**config.mk**
```make
export PLATFORM = sky130hd
export DESIGN_NAME = flash_frame_seq
export DESIGN_NICKNAME = d
export VERILOG_FILES = /design/src/rtl/flash_seq_pkg.sv /design/src/rtl/fseq_regs.sv /design/src/rtl/fseq_plan.sv /design/src/rtl/fseq_engine.sv /design/src/rtl/flash_frame_seq.sv
export SDC_FILE = /design/constraint.sdc
export NUM_CORES = 1
export LEC_CHECK = 0
export CAP_MARGIN = 5
export CORE_ASPECT_RATIO = 0.7
export CORE_MARGIN = 1.5
export CORE_UTILIZATION = 54
export DETAILED_ROUTE_END_ITERATION = 7
export GPL_TIMING_DRIVEN = 0
export PLACE_DENSITY = 0.79
export SYNTH_ARGS = -nofsm -noshare
export SYNTH_HDL_FRONTEND = slang
export SYNTH_SLANG_ARGS = --single-unit
```
**constraint.sdc**
```tcl
create_clock -name clk -period 3.9 [get_ports clk]
set_input_delay 1.17 -clock clk [delete_from_list [all_inputs] [get_ports clk]]
set_output_delay 1.17 -clock clk [all_outputs]
set_load 0.005 [all_outputs]
```
**src/rtl/flash_seq_pkg.sv**
```systemverilog
package flash_seq_pkg;

    typedef enum logic [1:0] {
        MD_READ  = 2'd0,
        MD_FAST  = 2'd1,
        MD_WRITE = 2'd2,
        MD_USER  = 2'd3
    } fmode_e;

    typedef enum logic [2:0] {
        ST_IDLE,
        ST_CMD,
        ST_ADDR,
        ST_DUMMY,
        ST_DATA,
        ST_RESP
    } fstate_e;

    localparam int          STOP_POS     = 2;
    localparam int          WE_BASE      = 16;
    localparam logic [7:0]  SLOW_READ_OP = 8'h03;

    // Control word fields actually consumed by the sequencer
    typedef struct packed {
        logic       dual_io;   // bit 28
        logic [7:0] opcode;    // bits 23:16
        logic       dum_hi;    // bit 14
        logic [1:0] dum_lo;    // bits 7:6
        logic       stop;      // bit 2
        fmode_e     mode;      // bits 1:0
    } sel_ctrl_t;

    // Everything the byte engine needs for one access
    typedef struct packed {
        logic        auto_cs;
        logic        drop;
        fmode_e      mode;
        logic [7:0]  cmd;
        logic        four_byte;
        logic [5:0]  ndum;
        logic [31:0] addr;
    } plan_t;

    function automatic sel_ctrl_t unpack_ctrl(input logic [31:0] w);
        sel_ctrl_t c;
        c.dual_io = w[28];
        c.opcode  = w[23:16];
        c.dum_hi  = w[14];
        c.dum_lo  = w[7:6];
        c.stop    = w[STOP_POS];
        c.mode    = fmode_e'(w[1:0]);
        return c;
    endfunction

    function automatic logic [5:0] dummy_bytes(input sel_ctrl_t c);
        logic [5:0] n;
        n = {c.dum_hi, c.dum_lo, 3'b000};
        if (c.dual_io) n = n >> 1;
        return n;
    endfunction

    function automatic logic [31:0] seg_mask(input logic [5:0] lg);
        if (lg >= 6'd32) return 32'hFFFF_FFFF;
        return (32'h1 << lg[4:0]) - 32'h1;
    endfunction

endpackage

```
**src/rtl/fseq_regs.sv**
```systemverilog
module fseq_regs
    import flash_seq_pkg::*;
#(
    parameter int         NSEL       = 3,
    parameter int         SW         = 2,
    parameter logic [5:0] SEG_LG_DEF = 6'd24
) (
    input  logic             clk,
    input  logic             rst,
    input  logic             reg_we,
    input  logic [3:0]       reg_addr,
    input  logic [31:0]      reg_wdata,
    input  logic             frame_begin,
    input  logic             frame_end,
    input  logic [SW-1:0]    frame_sel,
    output sel_ctrl_t        ctrl_o  [NSEL],
    output logic [5:0]       seglg_o [NSEL],
    output logic [NSEL-1:0]  wen_o,
    output logic [NSEL-1:0]  ext_o,
    output logic [7:0]       dummy_o,
    output logic [NSEL-1:0]  cs_n
);

    logic [NSEL-1:0] wen_q;
    logic [NSEL-1:0] ext_q;
    logic [7:0]      dummy_q;

    always_ff @(posedge clk) begin
        if (rst) begin
            wen_q   <= '0;
            ext_q   <= '0;
            dummy_q <= '0;
        end else if (reg_we) begin
            if (reg_addr == 4'd0) wen_q   <= reg_wdata[WE_BASE +: NSEL];
            if (reg_addr == 4'd1) ext_q   <= reg_wdata[NSEL-1:0];
            if (reg_addr == 4'd2) dummy_q <= reg_wdata[7:0];
        end
    end

    assign wen_o   = wen_q;
    assign ext_o   = ext_q;
    assign dummy_o = dummy_q;

    for (genvar i = 0; i < NSEL; i++) begin : g_sel
        sel_ctrl_t  ctrl_r;
        logic [5:0] seg_r;
        logic       mine;

        assign mine = (frame_sel == SW'(i));

        always_ff @(posedge clk) begin
            if (rst) begin
                ctrl_r      <= '0;
                ctrl_r.stop <= 1'b1;
                seg_r       <= SEG_LG_DEF;
            end else begin
                if (reg_we && reg_addr == 4'(4 + i))
                    ctrl_r <= unpack_ctrl(reg_wdata);
                else if (frame_begin && mine)
                    ctrl_r.stop <= 1'b0;
                else if (frame_end && mine)
                    ctrl_r.stop <= 1'b1;
                if (reg_we && reg_addr == 4'(8 + i))
                    seg_r <= reg_wdata[5:0];
            end
        end

        assign ctrl_o[i]  = ctrl_r;
        assign seglg_o[i] = seg_r;
        assign cs_n[i]    = ctrl_r.stop;
    end


    stop_clear_chk: assert property (@(posedge clk) disable iff (rst)
        (frame_begin && !reg_we) |=> !cs_n[$past(frame_sel)]);


    stop_set_chk: assert property (@(posedge clk) disable iff (rst)
        (frame_end && !reg_we) |=> cs_n[$past(frame_sel)]);

endmodule

```
**src/rtl/fseq_plan.sv**
```systemverilog
module fseq_plan
    import flash_seq_pkg::*;
#(
    parameter int AW = 24
) (
    input  sel_ctrl_t      ctrl,
    input  logic           wen,
    input  logic           ext,
    input  logic [5:0]     seglg,
    input  logic           is_write,
    input  logic [AW-1:0]  offset,
    output plan_t          plan
);

    always_comb begin
        plan           = '0;
        plan.mode      = ctrl.mode;
        plan.auto_cs   = (ctrl.mode != MD_USER);
        plan.cmd       = (ctrl.mode == MD_READ) ? SLOW_READ_OP : ctrl.opcode;
        plan.four_byte = ext;
        plan.ndum      = (ctrl.mode == MD_FAST) ? dummy_bytes(ctrl) : 6'd0;
        plan.addr      = 32'(offset) & seg_mask(seglg);
        if (is_write)
            plan.drop = !wen || (ctrl.mode == MD_READ) || (ctrl.mode == MD_FAST);
        else
            plan.drop = (ctrl.mode == MD_WRITE);
    end

endmodule

```
**src/rtl/fseq_engine.sv**
```systemverilog
module fseq_engine
    import flash_seq_pkg::*;
#(
    parameter int SW = 2
) (
    input  logic           clk,
    input  logic           rst,
    input  logic           bus_valid,
    input  logic           bus_write,
    input  logic [SW-1:0]  bus_sel,
    input  logic [1:0]     bus_len,
    input  logic [31:0]    bus_wdata,
    input  plan_t          plan_i,
    input  logic [7:0]     dummy_data,
    output logic           bus_ready,
    output logic [31:0]    bus_rdata,
    output logic           sh_start,
    output logic [7:0]     sh_tx,
    input  logic           sh_done,
    input  logic [7:0]     sh_rx,
    output logic           frame_begin,
    output logic           frame_end,
    output logic [SW-1:0]  frame_sel
);

    fstate_e        st;
    plan_t          pl;
    logic           wr_q;
    logic [SW-1:0]  sel_q;
    logic [1:0]     len_q;
    logic [31:0]    wdat_q;
    logic [5:0]     cnt;
    logic [1:0]     idx;
    logic           pend;
    logic           accept;
    logic [7:0]     tx_next;

    assign accept      = (st == ST_IDLE) && bus_valid && !bus_ready;
    assign frame_begin = accept && plan_i.auto_cs && !plan_i.drop;
    assign frame_end   = (st == ST_DATA) && pend && sh_done && (idx == len_q) && pl.auto_cs;
    assign frame_sel   = accept ? bus_sel : sel_q;

    always_comb begin
        case (st)
            ST_CMD:   tx_next = pl.cmd;
            ST_ADDR:  tx_next = pl.addr[8*cnt[1:0] +: 8];
            ST_DUMMY: tx_next = dummy_data;
            default:  tx_next = wr_q ? wdat_q[8*idx +: 8] : 8'h00;
        endcase
    end

    always_ff @(posedge clk) begin
        if (rst) begin
            st        <= ST_IDLE;
            pl        <= '0;
            wr_q      <= 1'b0;
            sel_q     <= '0;
            len_q     <= '0;
            wdat_q    <= '0;
            cnt       <= '0;
            idx       <= '0;
            pend      <= 1'b0;
            sh_start  <= 1'b0;
            sh_tx     <= '0;
            bus_ready <= 1'b0;
            bus_rdata <= '0;
        end else begin
            sh_start  <= 1'b0;
            bus_ready <= 1'b0;
            case (st)
                ST_IDLE: begin
                    if (accept) begin
                        pl        <= plan_i;
                        wr_q      <= bus_write;
                        sel_q     <= bus_sel;
                        len_q     <= bus_len;
                        wdat_q    <= bus_wdata;
                        bus_rdata <= '0;
                        idx       <= '0;
                        pend      <= 1'b0;
                        if (plan_i.drop)         st <= ST_RESP;
                        else if (plan_i.auto_cs) st <= ST_CMD;
                        else                     st <= ST_DATA;
                    end
                end
                ST_RESP: begin
                    bus_ready <= 1'b1;
                    st        <= ST_IDLE;
                end
                default: begin
                    if (!pend) begin
                        sh_start <= 1'b1;
                        sh_tx    <= tx_next;
                        pend     <= 1'b1;
                    end else if (sh_done) begin
                        pend <= 1'b0;
                        case (st)
                            ST_CMD: begin
                                st  <= ST_ADDR;
                                cnt <= pl.four_byte ? 6'd3 : 6'd2;
                            end
                            ST_ADDR: begin
                                if (cnt != 6'd0) begin
                                    cnt <= cnt - 6'd1;
                                end else if (pl.ndum != 6'd0) begin
                                    st  <= ST_DUMMY;
                                    cnt <= pl.ndum - 6'd1;
                                end else begin
                                    st <= ST_DATA;
                                end
                            end
                            ST_DUMMY: begin
                                if (cnt == 6'd0) st <= ST_DATA;
                                else             cnt <= cnt - 6'd1;
                            end
                            default: begin
                                if (!wr_q) bus_rdata[8*idx +: 8] <= sh_rx;
                                if (idx == len_q) st <= ST_RESP;
                                else              idx <= idx + 2'd1;
                            end
                        endcase
                    end
                end
            endcase
        end
    end


    sh_pulse_chk: assert property (@(posedge clk) disable iff (rst)
        sh_start |=> !sh_start);


    one_outstanding_chk: assert property (@(posedge clk) disable iff (rst)
        (pend && !sh_done) |=> !sh_start);


    ready_pulse_chk: assert property (@(posedge clk) disable iff (rst)
        bus_ready |=> !bus_ready);


    read_opcode_chk: assert property (@(posedge clk) disable iff (rst)
        (sh_start && st == ST_CMD && pl.mode == MD_READ) |-> (sh_tx == SLOW_READ_OP));

endmodule

```
**src/rtl/flash_frame_seq.sv**
```systemverilog
module flash_frame_seq
    import flash_seq_pkg::*;
#(
    parameter int         NSEL       = 3,
    parameter int         AW         = 24,
    parameter logic [5:0] SEG_LG_DEF = 6'd24,
    localparam int        SW         = (NSEL > 1) ? $clog2(NSEL) : 1
) (
    input  logic             clk,
    input  logic             rst,
    input  logic             reg_we,
    input  logic [3:0]       reg_addr,
    input  logic [31:0]      reg_wdata,
    input  logic             bus_valid,
    input  logic             bus_write,
    input  logic [SW-1:0]    bus_sel,
    input  logic [AW-1:0]    bus_addr,
    input  logic [1:0]       bus_len,
    input  logic [31:0]      bus_wdata,
    output logic             bus_ready,
    output logic [31:0]      bus_rdata,
    output logic             sh_start,
    output logic [7:0]       sh_tx,
    input  logic             sh_done,
    input  logic [7:0]       sh_rx,
    output logic [NSEL-1:0]  cs_n
);

    sel_ctrl_t        ctrl_a  [NSEL];
    logic [5:0]       seglg_a [NSEL];
    logic [NSEL-1:0]  wen_v;
    logic [NSEL-1:0]  ext_v;
    logic [7:0]       dummy_v;
    logic             frame_begin;
    logic             frame_end;
    logic [SW-1:0]    frame_sel;
    plan_t            plan;

    fseq_regs #(.NSEL(NSEL), .SW(SW), .SEG_LG_DEF(SEG_LG_DEF)) u_regs (
        .clk         (clk),
        .rst         (rst),
        .reg_we      (reg_we),
        .reg_addr    (reg_addr),
        .reg_wdata   (reg_wdata),
        .frame_begin (frame_begin),
        .frame_end   (frame_end),
        .frame_sel   (frame_sel),
        .ctrl_o      (ctrl_a),
        .seglg_o     (seglg_a),
        .wen_o       (wen_v),
        .ext_o       (ext_v),
        .dummy_o     (dummy_v),
        .cs_n        (cs_n)
    );

    fseq_plan #(.AW(AW)) u_plan (
        .ctrl     (ctrl_a[bus_sel]),
        .wen      (wen_v[bus_sel]),
        .ext      (ext_v[bus_sel]),
        .seglg    (seglg_a[bus_sel]),
        .is_write (bus_write),
        .offset   (bus_addr),
        .plan     (plan)
    );

    fseq_engine #(.SW(SW)) u_engine (
        .clk         (clk),
        .rst         (rst),
        .bus_valid   (bus_valid),
        .bus_write   (bus_write),
        .bus_sel     (bus_sel),
        .bus_len     (bus_len),
        .bus_wdata   (bus_wdata),
        .plan_i      (plan),
        .dummy_data  (dummy_v),
        .bus_ready   (bus_ready),
        .bus_rdata   (bus_rdata),
        .sh_start    (sh_start),
        .sh_tx       (sh_tx),
        .sh_done     (sh_done),
        .sh_rx       (sh_rx),
        .frame_begin (frame_begin),
        .frame_end   (frame_end),
        .frame_sel   (frame_sel)
    );

endmodule

```
==> summary.txt <==
Route
  • DR pass1 iterations: 6
  • DRT Wirelength: 31.3 mm
  • Initial DRC count: around 1400
  • Vias per Instance: between 6 and 7
  • # DRC: 0
  • DR vias: between 9000 and 10000
  • Final ANT Viol Nets: 0
  • Wire length per cell: 19.4 microns

Clocking
  • Root buffer cell: clkbuf_16
  • Post-CTS Setup Inserts: 0
  • Post-CTS sizing: 0
  • Clock Pin Slew Worst Setup and Hold Paths: 0.06 ns
  • CTS tree: done
  • H-tree depth: 1
  • Cts bufs inserted: 21
  • Hold Buf Count CTS: 0
  • Clock tree sinks: between 200 and 250
  • Clk buf depth: 3
  • Clk Latency, worst-skew pair: approximately 0.51 ns

Hold path
  • Hold path cells: 2
  • WHS Endpoint: u_engine.wdat_q[16]
  • Hold Path Origin: u_engine.wdat_q[16]
  • Worst hold path type: flop to flop

Critical path
  • Cell mode on critical path: o21ai_0
  • CP Max Fanout: 10
  • Critical Path RT: between 4 and 5 ns
  • Startpoint Class: input port
  • WP data arrival: roughly 4.1 ns
  • R2R cell count: 11
  • Worst R2R End: u_engine.pl[6]
  • Crit-path cells: buf_4 -> mux2i_1 -> o2bb2ai_2 -> nor3_2 -> nand3_1 -> ha_1 -> buf_1 -> clkbuf_1 -> nand2_1 -> o21ai_0 -> a221oi_1 -> o21ai_0
  • Critical path class: input port to flop
  • Worst r2r src: u_regs.g_sel[2].seg_r[2]
  • Slowest cell on crit path: mux2i_1
  • R2R setup slack: between 0.7 and 0.8 ns
  • Worst setup EP type: flop
  • Crit path max-delay family: compound AO/OA/AOI/OAI gates
  • Crit path buf inv count: 3
  • Worst stage delay on the critical path: 0.45 ns

Timing
  • Final worst slack: 0.132 ns
  • RSZ-0062 raised after global routing: false
  • Setup tns final: 0 ns
  • Slew at the pin closest to its max-slew limit: around 0.92 ns
  • Hold Violations, Final: 0
  • Post-layout minimum cycle time: 3.77 ns
  • Final period util: a little over nine tenths
  • Max Freq: between 200 and 300 MHz
  • Final setup viols: 0
  • Slew margin rel.: about two fifths
  • Skew final: around 0.018 ns
  • Max Slew Vio Count: 0

Yosys
  • FFs w/ async S/R, synth: 0%
  • Largest family of logic cells by synthesized area: simple AND/OR/NAND/NOR gates
  • Syn Inst Count: 1212
  • EDFF count, synth: 0
  • Area leader, netlist: dfxtp_1
  • Mux cell area share after synthesis: between 8 and 9%
  • Synth Cell Area: just under 0.01 sq mm
  • Area share of the largest cell type after synthesis: a little over two fifths
  • Commonest cells in the netlist: nand2_1 (273), dfxtp_1 (206), a21oi_1 (155)
  • Register area share after synthesis: a little over two fifths
  • Top FF cell, synth: dfxtp_1
  • Seq cells post-synth: 206
  • Syn_area_per_cell: about 8.0 sq um
  • Synth warn: 0
  • Adder-cell share of the synthesized area: 1.03%
  • Synth Area in Compound Gates: 19.9%
  • Most frequent cell after synthesis: nand2_1
  • Xor and xnor area share after synthesis: less than 1%
  • Post-synthesis simple-gate area fraction: 23.4%
  • Synth cell types: 64
  • Top cells by area, synth: dfxtp_1 (42%), nand2_1 (11%), a21oi_1 (8.0%)
  • Synthesized net count: approximately 1300

GRT
  • First-pass GRT wire length: a little under 50 mm
  • Largest net degree at the start of global routing: 15
  • Gr usage total: between 30% and 40%
  • Initial antenna violation count: 1
  • Total grt overflow: 0
  • Vias in the first global route: between 8000 and 9000

Finish
  • Nets: about 1500
  • Filler cells: around 1400
  • Layout cell share with drive strength beyond 1: 6.22%
  • Syn-to-layout area delta: 24.0%
  • Antenna cells: 0
  • Final core occ: 69.3%

Run
  • Maxcap violations: 0

Status
  • Status: completed

Place
  • Port Buffer Count: ~130
  • HPWL Detailed: between 20 and 25 mm
  • Pre-CTS WS: -0.263 ns
  • GPL Wtd Cong: 0.941

Power and ir drop
  • Leakage: ~4.3 nW
  • Worst VDD drop: ~0.38 mV
  • PD cells: a little under 600 mW/mm^2

Floorplan
  • Num rows: 40
  • Core Region: approximately 0.017 sq mm
  • I/O Pins: between 150 and 200
  • Die width: 163 microns
  • Die area: ~0.019 sq mm
  • Die height: 115 microns
  • Starting Density: between 50% and 60%
layer usage:
| metal | part of all wire (%) | global-route usage [%] | up-vias | wire length (microns) |
|---|---|---|---|---|
| met5 | 0 | 0 | - | 0 |
| met3 | 10 | 5.95 | 59 | 3190 |
| met1 | 45 | 49.8 | 4605 | 14200 |
| li1 | - | - | 4535 | - |
| met4 | 2.3 | 8.42 | 0 | 710 |
| met2 | 42 | 48.6 | 521 | 13200 |
report_power, final:
part / switching (W) / leakage (nW) / internal [W] / total, W
Combinational: 0.00153 / 2.31 / 0.000903 / 0.00244
Clock: 0.000844 / 0.346 / 0.00125 / 0.00210
Sequential: 0.000160 / 1.67 / 0.00236 / 0.00252
Total: 0.00254 / 4.32 / 0.00452 / 0.00705
cells by family (layout without fill, tap and decap cells):
| kind of cell | Yosys count | after routing |
|---|---|---|
| compound gates | 302 | 302 |
| xor+xnor | 5 | 5 |
| fa+ha+maj | 8 | 8 |
| buf+inv | 103 | 274 |
| flops | 206 | 206 |
| mux | 69 | 69 |
| simple gates | 519 | 519 |
per-stage QoR:
| step | cells | hold slack, ns | total power (W) | instance area (sq um) |
|---|---|---|---|---|
| 2_1_floorplan | 1212 | 0.426 | 0.00404 | 9730 |
| 3_3_place_gp | 1577 | 0.438 | 0.00485 | 11400 |
| 3_5_place_dp | 1577 | 0.445 | 0.00491 | 11400 |
| 4_1_cts | 1614 | 0.452 | 0.00698 | 12100 |
| 5_1_grt | 1614 | 0.469 | 0.00737 | 12100 |
| 6_report | 1614 | 0.451 | 0.00705 | 12100 |
placed cells by master, fill, tap and decap left out, types with 9 or more instances in the layout:
| master | synthesis | routed |
|---|---|---|
| a211o_1 | 10 | 10 |
| nor3_1 | 19 | 19 |
| nor2_1 | 102 | 102 |
| nand2b_1 | 19 | 19 |
| nand3b_1 | 9 | 9 |
| o211ai_1 | 10 | 10 |
| dfxtp_1 | 206 | 206 |
| nand3_1 | 53 | 53 |
| a21o_1 | 10 | 10 |
| mux2i_1 | 58 | 58 |
| o21ai_0 | 34 | 34 |
| clkbuf_1 | 61 | 67 |
| a221oi_1 | 15 | 15 |
| buf_2 | 14 | 14 |
| clkdlybuf4s50_1 | 0 | 134 |
| clkbuf_16 | 0 | 21 |
| a21oi_1 | 155 | 155 |
| nand2_1 | 273 | 273 |
| nor2b_1 | 12 | 12 |
| inv_1 | 10 | 10 |
area by class of cell:
type	count	area, sq um	area share (%)
Buffer	93	419	3.47
Clock buffer	30	589	4.88
Clock inverter	7	118	0.974
Inverter	10	37.5	0.311
Multi-Input combinational cell	903	5150	42.7
Sequential cell	206	4120	34.2
Tap cell	231	289	2.39
Timing Repair Buffer	134	1340	11.1
state kept, by name (all words and copies together), names as in the netlist:
| name | flops |
|---|---|
| u_engine.st | 3 |
| u_regs.ctrl_o | 42 |
| u_engine.sel_q | 2 |
| u_engine.len_q | 2 |
| u_engine.sh_tx | 8 |
| u_engine.idx | 2 |
| u_engine.wdat_q | 32 |
| u_regs.wen_o | 3 |
| u_regs.dummy_o | 8 |
| u_regs.ext_o | 3 |
| u_regs.g_sel.seg_r | 18 |
| u_engine.pl | 38 |
| u_engine.bus_rdata | 32 |
| u_engine.pend | 1 |
| u_engine.sh_start | 1 |
| u_engine.bus_ready | 1 |
| u_regs.cs_n | 3 |
| u_engine.wr_q | 1 |
| u_engine.cnt | 6 |
worst register-to-register path: cells and delay by family (launching register included):
family / cells / cell delay [ns]
AO/OA/AOI/OAI: 4 / 0.83
adder cells (fa/ha/maj): 1 / 0.23
buffers and inverters: 2 / 0.55
flip-flops: 1 / 0.31
multiplexers: 1 / 0.38
AND/OR/NAND/NOR: 3 / 0.73
how the worst max path moves through the flow:
| stage | cells after the start | startpoint | endpoint |
|---|---|---|---|
| after floorplan | 14 | bus_sel[0] | u_engine.pl[6] |
| after global placement | 12 | bus_sel[1] | u_engine.pl[6] |
| after detailed placement | 12 | bus_sel[1] | u_engine.pl[6] |
| after CTS | 12 | bus_sel[1] | u_engine.pl[6] |
| after global routing | 12 | bus_sel[1] | u_engine.pl[6] |
| final | 12 | bus_sel[1] | u_engine.pl[6] |
(Power assumes the default switching activity.)
